## src/rtl/scr_pkg.sv

```systemverilog
package scr_pkg;

    localparam int XLEN   = 32;
    localparam int REG_N  = 32;
    localparam int RIDX_W = $clog2(REG_N);
    localparam int IMM_W  = 16;

    // primary opcodes
    localparam logic [5:0] OP_RTYPE = 6'h00;
    localparam logic [5:0] OP_J     = 6'h02;
    localparam logic [5:0] OP_JAL   = 6'h03;
    localparam logic [5:0] OP_BEQ   = 6'h04;
    localparam logic [5:0] OP_BNE   = 6'h05;
    localparam logic [5:0] OP_ADDI  = 6'h08;
    localparam logic [5:0] OP_ORI   = 6'h0D;
    localparam logic [5:0] OP_LUI   = 6'h0F;
    localparam logic [5:0] OP_LW    = 6'h23;
    localparam logic [5:0] OP_SW    = 6'h2B;

    // function codes under OP_RTYPE
    localparam logic [5:0] FN_JR  = 6'h08;
    localparam logic [5:0] FN_ADD = 6'h20;
    localparam logic [5:0] FN_SUB = 6'h22;
    localparam logic [5:0] FN_SLT = 6'h2A;

    typedef enum logic [2:0] {
        ALU_ADD, ALU_SUB, ALU_SLT, ALU_OR, ALU_LUI
    } alu_op_e;

    typedef enum logic [1:0] {
        WB_ALU, WB_MEM, WB_LINK
    } wb_sel_e;

    typedef enum logic [1:0] {
        DST_RD, DST_RT, DST_LINK
    } dst_sel_e;

    typedef struct packed {
        logic     reg_we;
        wb_sel_e  wb;
        dst_sel_e dst;
        alu_op_e  alu;
        logic     b_imm;
        logic     imm_zext;
        logic     mem_rd;
        logic     mem_wr;
        logic     br;
        logic     br_ne;
        logic     jmp;
        logic     jreg;
    } ctrl_t;

    function automatic logic [XLEN-1:0] sext_imm(input logic [IMM_W-1:0] v);
        return {{(XLEN-IMM_W){v[IMM_W-1]}}, v};
    endfunction

    function automatic logic [XLEN-1:0] zext_imm(input logic [IMM_W-1:0] v);
        return {{(XLEN-IMM_W){1'b0}}, v};
    endfunction

endpackage

```

## src/rtl/scr_decode.sv

```systemverilog
module scr_decode
    import scr_pkg::*;
(
    input  logic [5:0] op,
    input  logic [5:0] funct,
    output ctrl_t      ctrl
);

    always_comb begin
        ctrl = '0;  // unsupported encodings fall through as no-ops
        unique case (op)
            OP_RTYPE: begin
                unique case (funct)
                    FN_ADD: begin ctrl.reg_we = 1'b1; ctrl.dst = DST_RD; ctrl.alu = ALU_ADD; end
                    FN_SUB: begin ctrl.reg_we = 1'b1; ctrl.dst = DST_RD; ctrl.alu = ALU_SUB; end
                    FN_SLT: begin ctrl.reg_we = 1'b1; ctrl.dst = DST_RD; ctrl.alu = ALU_SLT; end
                    FN_JR:  ctrl.jreg = 1'b1;
                    default: ;
                endcase
            end
            OP_ADDI: begin
                ctrl.reg_we = 1'b1; ctrl.dst = DST_RT; ctrl.alu = ALU_ADD; ctrl.b_imm = 1'b1;
            end
            OP_ORI: begin
                ctrl.reg_we = 1'b1; ctrl.dst = DST_RT; ctrl.alu = ALU_OR;
                ctrl.b_imm = 1'b1; ctrl.imm_zext = 1'b1;
            end
            OP_LUI: begin
                ctrl.reg_we = 1'b1; ctrl.dst = DST_RT; ctrl.alu = ALU_LUI;
                ctrl.b_imm = 1'b1; ctrl.imm_zext = 1'b1;
            end
            OP_LW: begin
                ctrl.reg_we = 1'b1; ctrl.dst = DST_RT; ctrl.wb = WB_MEM;
                ctrl.alu = ALU_ADD; ctrl.b_imm = 1'b1; ctrl.mem_rd = 1'b1;
            end
            OP_SW: begin
                ctrl.alu = ALU_ADD; ctrl.b_imm = 1'b1; ctrl.mem_wr = 1'b1;
            end
            OP_BEQ: ctrl.br = 1'b1;
            OP_BNE: begin ctrl.br = 1'b1; ctrl.br_ne = 1'b1; end
            OP_J:   ctrl.jmp = 1'b1;
            OP_JAL: begin
                ctrl.jmp = 1'b1; ctrl.reg_we = 1'b1; ctrl.dst = DST_LINK; ctrl.wb = WB_LINK;
            end
            default: ;
        endcase
    end

endmodule

```

## src/rtl/scr_alu.sv

```systemverilog
module scr_alu
    import scr_pkg::*;
#(
    parameter int W = XLEN
) (
    input  alu_op_e      op,
    input  logic [W-1:0] a,
    input  logic [W-1:0] b,
    output logic [W-1:0] y
);

    localparam int HALF = W / 2;

    always_comb begin
        unique case (op)
            ALU_ADD: y = a + b;
            ALU_SUB: y = a - b;
            ALU_SLT: y = {{(W-1){1'b0}}, ($signed(a) < $signed(b))};
            ALU_OR:  y = a | b;
            ALU_LUI: y = {b[HALF-1:0], {HALF{1'b0}}};
            default: y = '0;
        endcase
    end


    always_comb begin
        if (op == ALU_SLT) begin
            slt_bool_chk: assert (y[W-1:1] == '0);
        end
    end

endmodule

```

## src/rtl/scr_regfile.sv

```systemverilog
module scr_regfile #(
    parameter int N  = 32,
    parameter int W  = 32,
    localparam int AW = $clog2(N)
) (
    input  logic          clk,
    input  logic          rst,
    input  logic [AW-1:0] ra_a,
    input  logic [AW-1:0] ra_b,
    output logic [W-1:0]  rd_a,
    output logic [W-1:0]  rd_b,
    input  logic          we,
    input  logic [AW-1:0] wa,
    input  logic [W-1:0]  wd
);

    logic [W-1:0] regs [N];

    always_ff @(posedge clk) begin
        if (rst) begin
            for (int i = 0; i < N; i++) regs[i] <= '0;
        end else if (we && (wa != '0)) begin
            regs[wa] <= wd;
        end
    end

    assign rd_a = (ra_a == '0) ? '0 : regs[ra_a];
    assign rd_b = (ra_b == '0) ? '0 : regs[ra_b];


    property p_write_readback;
        @(posedge clk) disable iff (rst)
        ($past(!rst) && $past(we) && $past(wa) != '0 && ra_a == $past(wa))
            |-> rd_a == $past(wd);
    endproperty
    wr_readback_chk: assert property (p_write_readback);


    property p_zero_after_write;
        @(posedge clk) disable iff (rst)
        ($past(we) && $past(wa) == '0 && ra_b == '0) |-> rd_b == '0;
    endproperty
    zero_reg_chk: assert property (p_zero_after_write);

endmodule

```

## src/rtl/scr_core.sv

```systemverilog
module scr_core
    import scr_pkg::*;
(
    input  logic            clk,
    input  logic            rst,
    output logic [XLEN-1:0] imem_addr,
    input  logic [XLEN-1:0] imem_data,
    output logic [XLEN-3:0] dmem_addr,
    output logic [XLEN-1:0] dmem_wdata,
    output logic            dmem_we,
    input  logic [XLEN-1:0] dmem_rdata,
    output logic            dmem_err
);

    localparam logic [RIDX_W-1:0] LINK_REG = RIDX_W'(REG_N - 1);
    localparam logic [XLEN-1:0]   STEP     = XLEN'(4);

    logic [XLEN-1:0]   pc, pc4, pc_nxt;
    ctrl_t             ctrl;
    logic [RIDX_W-1:0] rs_idx, rt_idx, rd_idx, wr_idx;
    logic [IMM_W-1:0]  imm;
    logic [XLEN-1:0]   rs_val, rt_val, imm_ext, alu_b, alu_y, wr_data;
    logic [XLEN-1:0]   br_tgt, j_tgt;
    logic              misalign, wr_en, take;

    assign rs_idx = imem_data[25:21];
    assign rt_idx = imem_data[20:16];
    assign rd_idx = imem_data[15:11];
    assign imm    = imem_data[IMM_W-1:0];

    scr_decode u_dec (
        .op    (imem_data[31:26]),
        .funct (imem_data[5:0]),
        .ctrl  (ctrl)
    );

    scr_regfile #(.N(REG_N), .W(XLEN)) u_rf (
        .clk  (clk),
        .rst  (rst),
        .ra_a (rs_idx),
        .ra_b (rt_idx),
        .rd_a (rs_val),
        .rd_b (rt_val),
        .we   (wr_en),
        .wa   (wr_idx),
        .wd   (wr_data)
    );

    assign imm_ext = ctrl.imm_zext ? zext_imm(imm) : sext_imm(imm);
    assign alu_b   = ctrl.b_imm ? imm_ext : rt_val;

    scr_alu #(.W(XLEN)) u_alu (
        .op (ctrl.alu),
        .a  (rs_val),
        .b  (alu_b),
        .y  (alu_y)
    );

    // memory side
    assign misalign   = (ctrl.mem_rd || ctrl.mem_wr) && (alu_y[1:0] != 2'b00);
    assign dmem_err   = misalign;
    assign dmem_addr  = alu_y[XLEN-1:2];
    assign dmem_wdata = rt_val;
    assign dmem_we    = ctrl.mem_wr && !misalign;

    // write-back
    always_comb begin
        unique case (ctrl.dst)
            DST_RT:   wr_idx = rt_idx;
            DST_LINK: wr_idx = LINK_REG;
            default:  wr_idx = rd_idx;
        endcase
        unique case (ctrl.wb)
            WB_MEM:  wr_data = dmem_rdata;
            WB_LINK: wr_data = pc4;
            default: wr_data = alu_y;
        endcase
    end
    assign wr_en = ctrl.reg_we && !(ctrl.mem_rd && misalign);

    // next program counter
    assign pc4    = pc + STEP;
    assign br_tgt = pc4 + {sext_imm(imm)[XLEN-3:0], 2'b00};
    assign j_tgt  = {pc4[XLEN-1:XLEN-4], imem_data[25:0], 2'b00};
    assign take   = ctrl.br && ((rs_val == rt_val) ^ ctrl.br_ne);

    always_comb begin
        if (ctrl.jreg)     pc_nxt = rs_val;
        else if (ctrl.jmp) pc_nxt = j_tgt;
        else if (take)     pc_nxt = br_tgt;
        else               pc_nxt = pc4;
    end

    always_ff @(posedge clk) begin
        if (rst) pc <= '0;
        else     pc <= pc_nxt;
    end

    assign imem_addr = pc;


    property p_reset_pc;
        @(posedge clk) disable iff (rst)
        $past(rst) |-> imem_addr == '0;
    endproperty
    reset_pc_chk: assert property (p_reset_pc);


    property p_seq_pc;
        @(posedge clk) disable iff (rst)
        (!ctrl.br && !ctrl.jmp && !ctrl.jreg) |=> imem_addr == $past(imem_addr) + STEP;
    endproperty
    seq_pc_chk: assert property (p_seq_pc);


    property p_misalign_no_store;
        @(posedge clk) disable iff (rst)
        (ctrl.mem_wr && alu_y[1:0] != 2'b00) |-> (!dmem_we && dmem_err);
    endproperty
    misalign_store_chk: assert property (p_misalign_no_store);


    property p_link_value;
        @(posedge clk) disable iff (rst)
        (ctrl.jmp && wr_en) |-> (wr_idx == LINK_REG && wr_data == imem_addr + STEP);
    endproperty
    link_value_chk: assert property (p_link_value);

endmodule

```

## config.mk

```make
export PLATFORM = sky130hd
export DESIGN_NAME = scr_core
export DESIGN_NICKNAME = d
export VERILOG_FILES = /design/src/rtl/scr_pkg.sv /design/src/rtl/scr_decode.sv /design/src/rtl/scr_alu.sv /design/src/rtl/scr_regfile.sv /design/src/rtl/scr_core.sv
export SDC_FILE = /design/constraint.sdc
export NUM_CORES = 2
export LEC_CHECK = 0
export ABC_AREA = 1
export BUFFER_PORTS_ARGS = -buffer_cell sky130_fd_sc_hd__buf_4
export CAP_MARGIN = 20
export CORE_ASPECT_RATIO = 1.75
export CORE_MARGIN = 10
export CORE_UTILIZATION = 55
export CTS_CLUSTER_DIAMETER = 60
export DETAILED_ROUTE_END_ITERATION = 6
export PLACE_DENSITY_LB_ADDON = 0.25
export SYNTH_ARGS = -nofsm -noshare
export SYNTH_HDL_FRONTEND = slang
export SYNTH_SLANG_ARGS = --single-unit
```

## constraint.sdc

```tcl
create_clock -name clk -period 11.75 [get_ports clk]
set_input_delay 3.525 -clock clk [delete_from_list [all_inputs] [get_ports clk]]
set_output_delay 3.525 -clock clk [all_outputs]
set_load 0.005 [all_outputs]
```

* Yosys cells after proc, flatten, opt, wreduce, memory -nomap -nowiden
Memory sizes are Yosys's and may differ from the RTL's.
Index checks and enable logic that the tools add are counted.
** Storage, ports and cells
- Flip-flop bits (word level) :: 32
- Word-level logic and storage cells :: 87
- Input port bits :: 66
- Output and inout bits :: 96
- Memory bits (writable) :: 1024
- Memories kept :: 1
** Memories
- u_rf.regs :: depth 32, width 32, read ports 2, clocked after Yosys merged registers in 0, wr ports 32, RTL line scr_regfile.sv:17 : logic [W-1:0] regs [N];
** Operators by class
- Magnitude comparators :: 1
- Reduce and logical (&&, ||, !) cells :: 23
- Add/sub/neg operators :: 4
- Equality and inequality tests :: 22
- Bitwise operators :: 2
- Multiplexer cells :: 33
** Operators with widths (count)
- 32-bit two-way mux :: 8
- 32-bit one-hot mux with 5 select lines :: 1
- 32-bit adder :: 2
- 32-bit one-hot mux with 2 select lines :: 1
- 32-bit by 3-bit adder with 32-bit output, second input constant :: 1
- 32-bit == test :: 1
- 32-bit < comparator :: 1
- 32-bit OR :: 1
- 32-bit OR reduction :: 1
- 32-bit subtractor :: 1
- 6-bit == test, second input constant :: 5
- 6-bit by 4-bit == test with 1-bit output, second input constant :: 4
- 1-bit two-way mux :: 16
- 6-bit by 2-bit == test with 1-bit output, second input constant :: 2
- 6-bit by 3-bit == test with 1-bit output, second input constant :: 2
- 5-bit logical NOT :: 2
- 5-bit one-hot mux with 2 select lines :: 1
- 5-bit OR reduction :: 2
- 3-bit one-hot mux with 3 select lines :: 1
- 2-bit one-hot mux with 2 select lines :: 2
- 3-bit by 2-bit == test with 1-bit output, second input constant :: 2
- 1-bit logical AND :: 6
- 6-bit logical NOT :: 1
- 2-bit one-hot mux with 3 select lines :: 1
- 15 further kinds :: 20

* Logic depth before layout (Yosys ltp)
- Depth in word-level cells :: 18
- Gate-level depth with buffers :: 37
- Depth with buffers taken out :: 33

* Modules after synthesis
From an unflattened synthesis, not the netlist that was laid out.
** Unflattened totals
- Cell total of the unflattened synthesis :: 9841
- Area total of the unflattened synthesis :: 69615.5 µm²
** By module, submodules not included
- scr_regfile :: cells an instance 7252, sequential area each 30749.5 µm², instances 1, area an instance 56525.5 µm²
- scr_core :: cells an instance 1298, sequential area each 640.6 µm², instances 1, area an instance 6625.1 µm²
- scr_alu :: cells an instance 1233, sequential area each 0.0 µm², instances 1, area an instance 6178.4 µm²
- scr_decode :: cells an instance 58, sequential area each 0.0 µm², instances 1, area an instance 286.5 µm²

* Least setup slack after synthesis
OpenSTA, ideal clock, no wires.
- Kind :: input -> output
- Start :: input port imem_data[29]
- End :: output port dmem_addr[20]
- Arrival :: 7220 ps
- Setup slack :: 1005 ps
- Data required time :: 8225 ps
- Cell stages on the path :: 28
- Buffers on the path :: 1
- Cell sequence :: nor2_1 > inv_1 > nor4_1 > inv_1 > nand2_1 > nor2_1 > inv_1 > clkbuf_1 > nand2_1 > o21ai_0 > ha_1 > inv_1 > fa_1 > nand3_1 > nand2_1 > nand2_1 > nand2_1 > nand2_1 > nand2_1 > inv_1 > o21ai_1 > nand2_1 > nand2_1 > a21oi_1 > o21ai_1 > or2_2 > nand3_1 > nand3b_1
** Between the ends
- Word-level cells in the longest chain between the ends :: 7
- Elaborated cells on any way between the ends :: 22
- Those cells by class :: add/sub (2); eq/ne (9); mux (6); bitwise (1); reduce/logical (4)
** Ends and longest elaborated chain
- start: declaration :: RTL line scr_core.sv:7 : input logic [XLEN-1:0] imem_data,
- 6-bit by 4-bit == test with 1-bit output :: RTL line scr_decode.sv:11 : unique case (op)
- 2-bit OR reduction (no line)
- 1-bit two-way mux :: RTL line scr_decode.sv:11
- 32-bit two-way mux :: RTL line scr_core.sv:49 : assign imm_ext = ctrl.imm_zext ? zext_imm(imm) : sext_imm(imm);
- 32-bit two-way mux :: RTL line scr_core.sv:50 : assign alu_b = ctrl.b_imm ? imm_ext : rt_val;
- 32-bit subtractor, or another cell as far along :: RTL line scr_alu.sv:17 : ALU_SUB: y = a - b;
- 32-bit one-hot mux with 5 select lines * :: RTL line scr_alu.sv:15 : unique case (op)
- end: declaration :: RTL line scr_core.sv:8 : output logic [XLEN-3:0] dmem_addr,
Mark *: on every way between the ends. The rest lies on a longest branch, timed or not.

* Worst setup path after layout
- Start :: input port imem_data[16]
- End :: output port dmem_err
** Between the ends
- Word-level cells in the longest chain between the ends :: 7
- Elaborated cells on any way between the ends :: 11
- Those cells by class :: add/sub (2); order compare (1); mux (3); bitwise (1); reduce/logical (3); memory (1)
** Ends and longest elaborated chain
- memory read 32 x 32 bit or 5-bit logical NOT (tied branches)
- 32-bit two-way mux * :: RTL line scr_regfile.sv:28 : assign rd_b = (ra_b == '0) ? '0 : regs[ra_b];
- 32-bit two-way mux * :: RTL line scr_core.sv:50
- 32-bit subtractor, or another cell as far along :: RTL line scr_alu.sv:17
- 32-bit one-hot mux with 5 select lines * :: RTL line scr_alu.sv:15
- 2-bit nonzero test * :: RTL line scr_core.sv:60 : assign misalign = (ctrl.mem_rd || ctrl.mem_wr) && (alu_y[1:0] != 2'b00);
- 1-bit logical AND * :: RTL line scr_core.sv:60
- end: declaration :: RTL line scr_core.sv:12 : output logic dmem_err
Marks and branches as above.

==> impl_metrics.toml <==
[power]
p_int_w = 0.00714
clockPowerShare = 0.326
cellPowerDensity_nw_per_um2 = 145
leakagePower_nw = 32.9
pwr-share-seq = 0.396
sw_frac_of_total = 0.348
combPwrFrac = 0.278
max-vdd-ir-drop_mv = 0.149
p_sw_w = 0.00381

[synth]
syn_area_per_cell_um2 = 7.45
synth_flop_cell = "edfxtp_1"
synthSimpleGateAreaFrac = 0.350
synth_seq_cells = 1056
synthAdderAreaFrac = 0.0250
syn_inst = 9066
synth-edff-count = 1024
synth_top_area_share = 0.455
synth.area.top_cells = "edfxtp_1 (46%), nand2_1 (13%), nor2_1 (11%), nand3_1 (9.5%), o21ai_0 (2.9%)"
synth_compound_area_frac = 0.0792
synth_seq_area_share = 0.465
yosysUniqueCellTypes = 61
syn_area_um2 = 67500
synth_warnings = 0
synth_top_family_by_area = "simple AND/OR/NAND/NOR gates"
synth_top_cell_by_area = "edfxtp_1"
yosys-mux-area-fraction = 0
async_flop_share = 0
synth_xor_area_frac = 0.00674

[clock_network]
worstSkewPairLatency_ns = 0.74
clockRootBuffer = "clkbuf_16"
numCtsBuffers = 103
cts_tree = "done"
clock_sinks = 1056
clockBufferDepth = 3
cts_max_level = 3
clkTransAtPathRegs_ns = 0.07

[detailed_routing]
wl_met2_um = 134000
wl_met3_um = 33000
initialDrtViolationCount = 9360
drt-total-wl_um = 283000
via_per_inst = 6.28
ant_nets = 0
drc = 2
routed.top_layer = "met5"
route.detailed.wl_per_inst_um = 26.1
drt-met1-wl_um = 90400
via_count = 68000
firstDrtPassIters = 7

[global_route]
grt_use_total = 0.397
grt_pass1_wl_um = 410000
grt_pass1_vias = 65400
grt-ovfl-total = 0
antenna_found_initial = 9
grt_max_degree = 172

[timing]
clock.fmax_mhz = 86.6
setup_viol = 0
tightest_slew_ns = 1.15
min_period_ns = 11.55
drv_slew = 0
setup_slack_ns = 0.199
clock_skew_ns = 0.0301
relSlewSlack = 0.231
finalCritPeriodShare = 0.983
finalHoldViolations = 0

[final_layout]
drive_gt1_frac = 0.102
fin_util = 0.618
final_cell_mix = "nand2_1 (2358), nor2_1 (1913), nand3_1 (1271)"
finalNonFillerCells = 10800
syn_to_final_growth_pct = 11.9
final_common_cell = "nand2_1"
fin_nets = 9298

[place]
post-place-ws_ns = 0.145
portBuffers = 161
dp_hpwl_um = 191000
gp_congestion = 1.08
dp_cells = 10600

[worst_setup_path]
r2r-start = "imem_addr[2]"
crit_required_ns = 8.23
worst-path-max-fanout = 71
cp-start-kind = "input port"
worstSetupPathType = "in2out"
r2r-end = "imem_addr[26]"
cp.arrival_ns = 8.03
r2r_cells = 25
end_kind = "output port"
r2r_slack_ns = 4.77

[die]
start_util = 0.552
boundaryPins = 162
die_w_um = 285
die-area_um2 = 138000
row_count = 170
core_area_um2 = 122000
die_h_um = 484

[outcome]
status = "complete, but fails checks"
violations = "design-rule violations"

[min_path]
worstHoldEndpoint = "imem_addr[1]"
holdCritStartpoint = "imem_addr[1]"
hold_class = "reg2reg"
hold_depth = 2

[flow_run]
cap_violations = 0
[Yosys cell counts (all sizes together) (13+ instances only)]
master / number
nand2: 2393
dfxtp: 32
a21oi: 273
or2: 19
ha: 130
xor2: 39
edfxtp: 1024
buf: 506
a21boi: 17
inv: 400
clkbuf: 197
nor3: 24
o211ai: 55
xnor2: 13
o221ai: 13
o21ai: 561
nor2: 1940
nand4: 22
nand3: 1305
[critical path: stages]
cell and delay, ns:
buf_8 0.18, clkinv_16 0.21, buf_12 0.29, buf_12 0.20
nand2_1 0.14, nand3_1 0.07, nand3_1 0.18, nand2_1 0.14
nand2_1 0.10, nand3_1 0.11, inv_1 0.08, nor2_1 0.05
a21oi_1 0.17, inv_1 0.07, ha_1 0.37, buf_4 0.15
inv_1 0.07, a21oi_1 0.37, o221ai_1 0.23, a21oi_1 0.20
buf_4 0.14, nand3_1 0.07, nand3b_1 0.14, nand2_1 0.08
or2_1 0.26, nand2_1 0.07, inv_1 0.04, buf_4 0.13
[worst max path at each step]
| stage | start | to | slack [ns] | depth (start not counted) |
|---|---|---|---|---|
| finish | imem_data[16] | dmem_err | 0.20 | 28 |
| global route | imem_data[16] | dmem_err | -0.04 | 29 |
| CTS | imem_data[17] | dmem_addr[28] | 0.14 | 26 |
| detailed placement | imem_data[17] | dmem_addr[28] | 0.15 | 26 |
| global placement | imem_data[16] | dmem_addr[28] | 0.17 | 24 |
| floorplan | imem_data[29] | dmem_addr[20] | 1.00 | 28 |
[timing repair]
item,CTS,global route
gates resized for setup,0,23
setup endpoints to repair,0,12
buffers inserted,0,0
hold buffers,0,0
hold endpoints to repair,0,0
[kinds of logic (layout without fill, tap and decap cells)]
family,count (synthesis),after routing
AO/OA/AOI/OAI,985,985
XOR/XNOR,52,52
adder cells (fa/ha/maj),133,133
buffers and inverters,1104,1191
flip-flops,1056,1056
other,1,39
AND/OR/NAND/NOR,5735,5735
[power by group through the flow]
stage	Clock (W)	Sequential, W	Combinational (W)
floorplan	0	0.00439	0.00163
CTS	0.00356	0.00434	0.00293
detailed placement	0	0.00442	0.00292
finish	0.00357	0.00434	0.00305
global placement	0	0.00441	0.00289
global route	0.00370	0.00435	0.00321
[cell type report]
cell class | instances | area [um^2]
Inverter | 401 | 1570
Timing Repair Buffer | 600 | 5480
Fill cell | 10900 | 46700
Sequential cell | 1056 | 31400
Clock buffer | 120 | 2730
Multi-Input combinational cell | 6937 | 31500
Clock inverter | 70 | 826
Antenna cell | 7 | 17.5
Tap cell | 1634 | 2040
[routing by layer]
metal	up-vias	GRT usage
li1	30000	-
met1	31500	0.434
met2	5054	0.669
met3	1375	0.0813
met4	8	0.304
met5	-	0
[through the flow]
stage               total power (W)  hold WS [ns]  TNS [ns]  cell area [um^2]
global placement            0.00730         0.498         0             71700
global route                 0.0113         0.537   -0.0773             75600
CTS                          0.0108         0.521         0             75300
finish                       0.0110         0.537         0             75600
detailed placement          0.00734         0.510         0             71800
floorplan                   0.00602         0.474         0             67600
[registers in the layout (all words and copies together), names as in the netlist]
name       count
imem_addr     32
u_rf.regs   1024
Power figures use the tool's default switching activity.
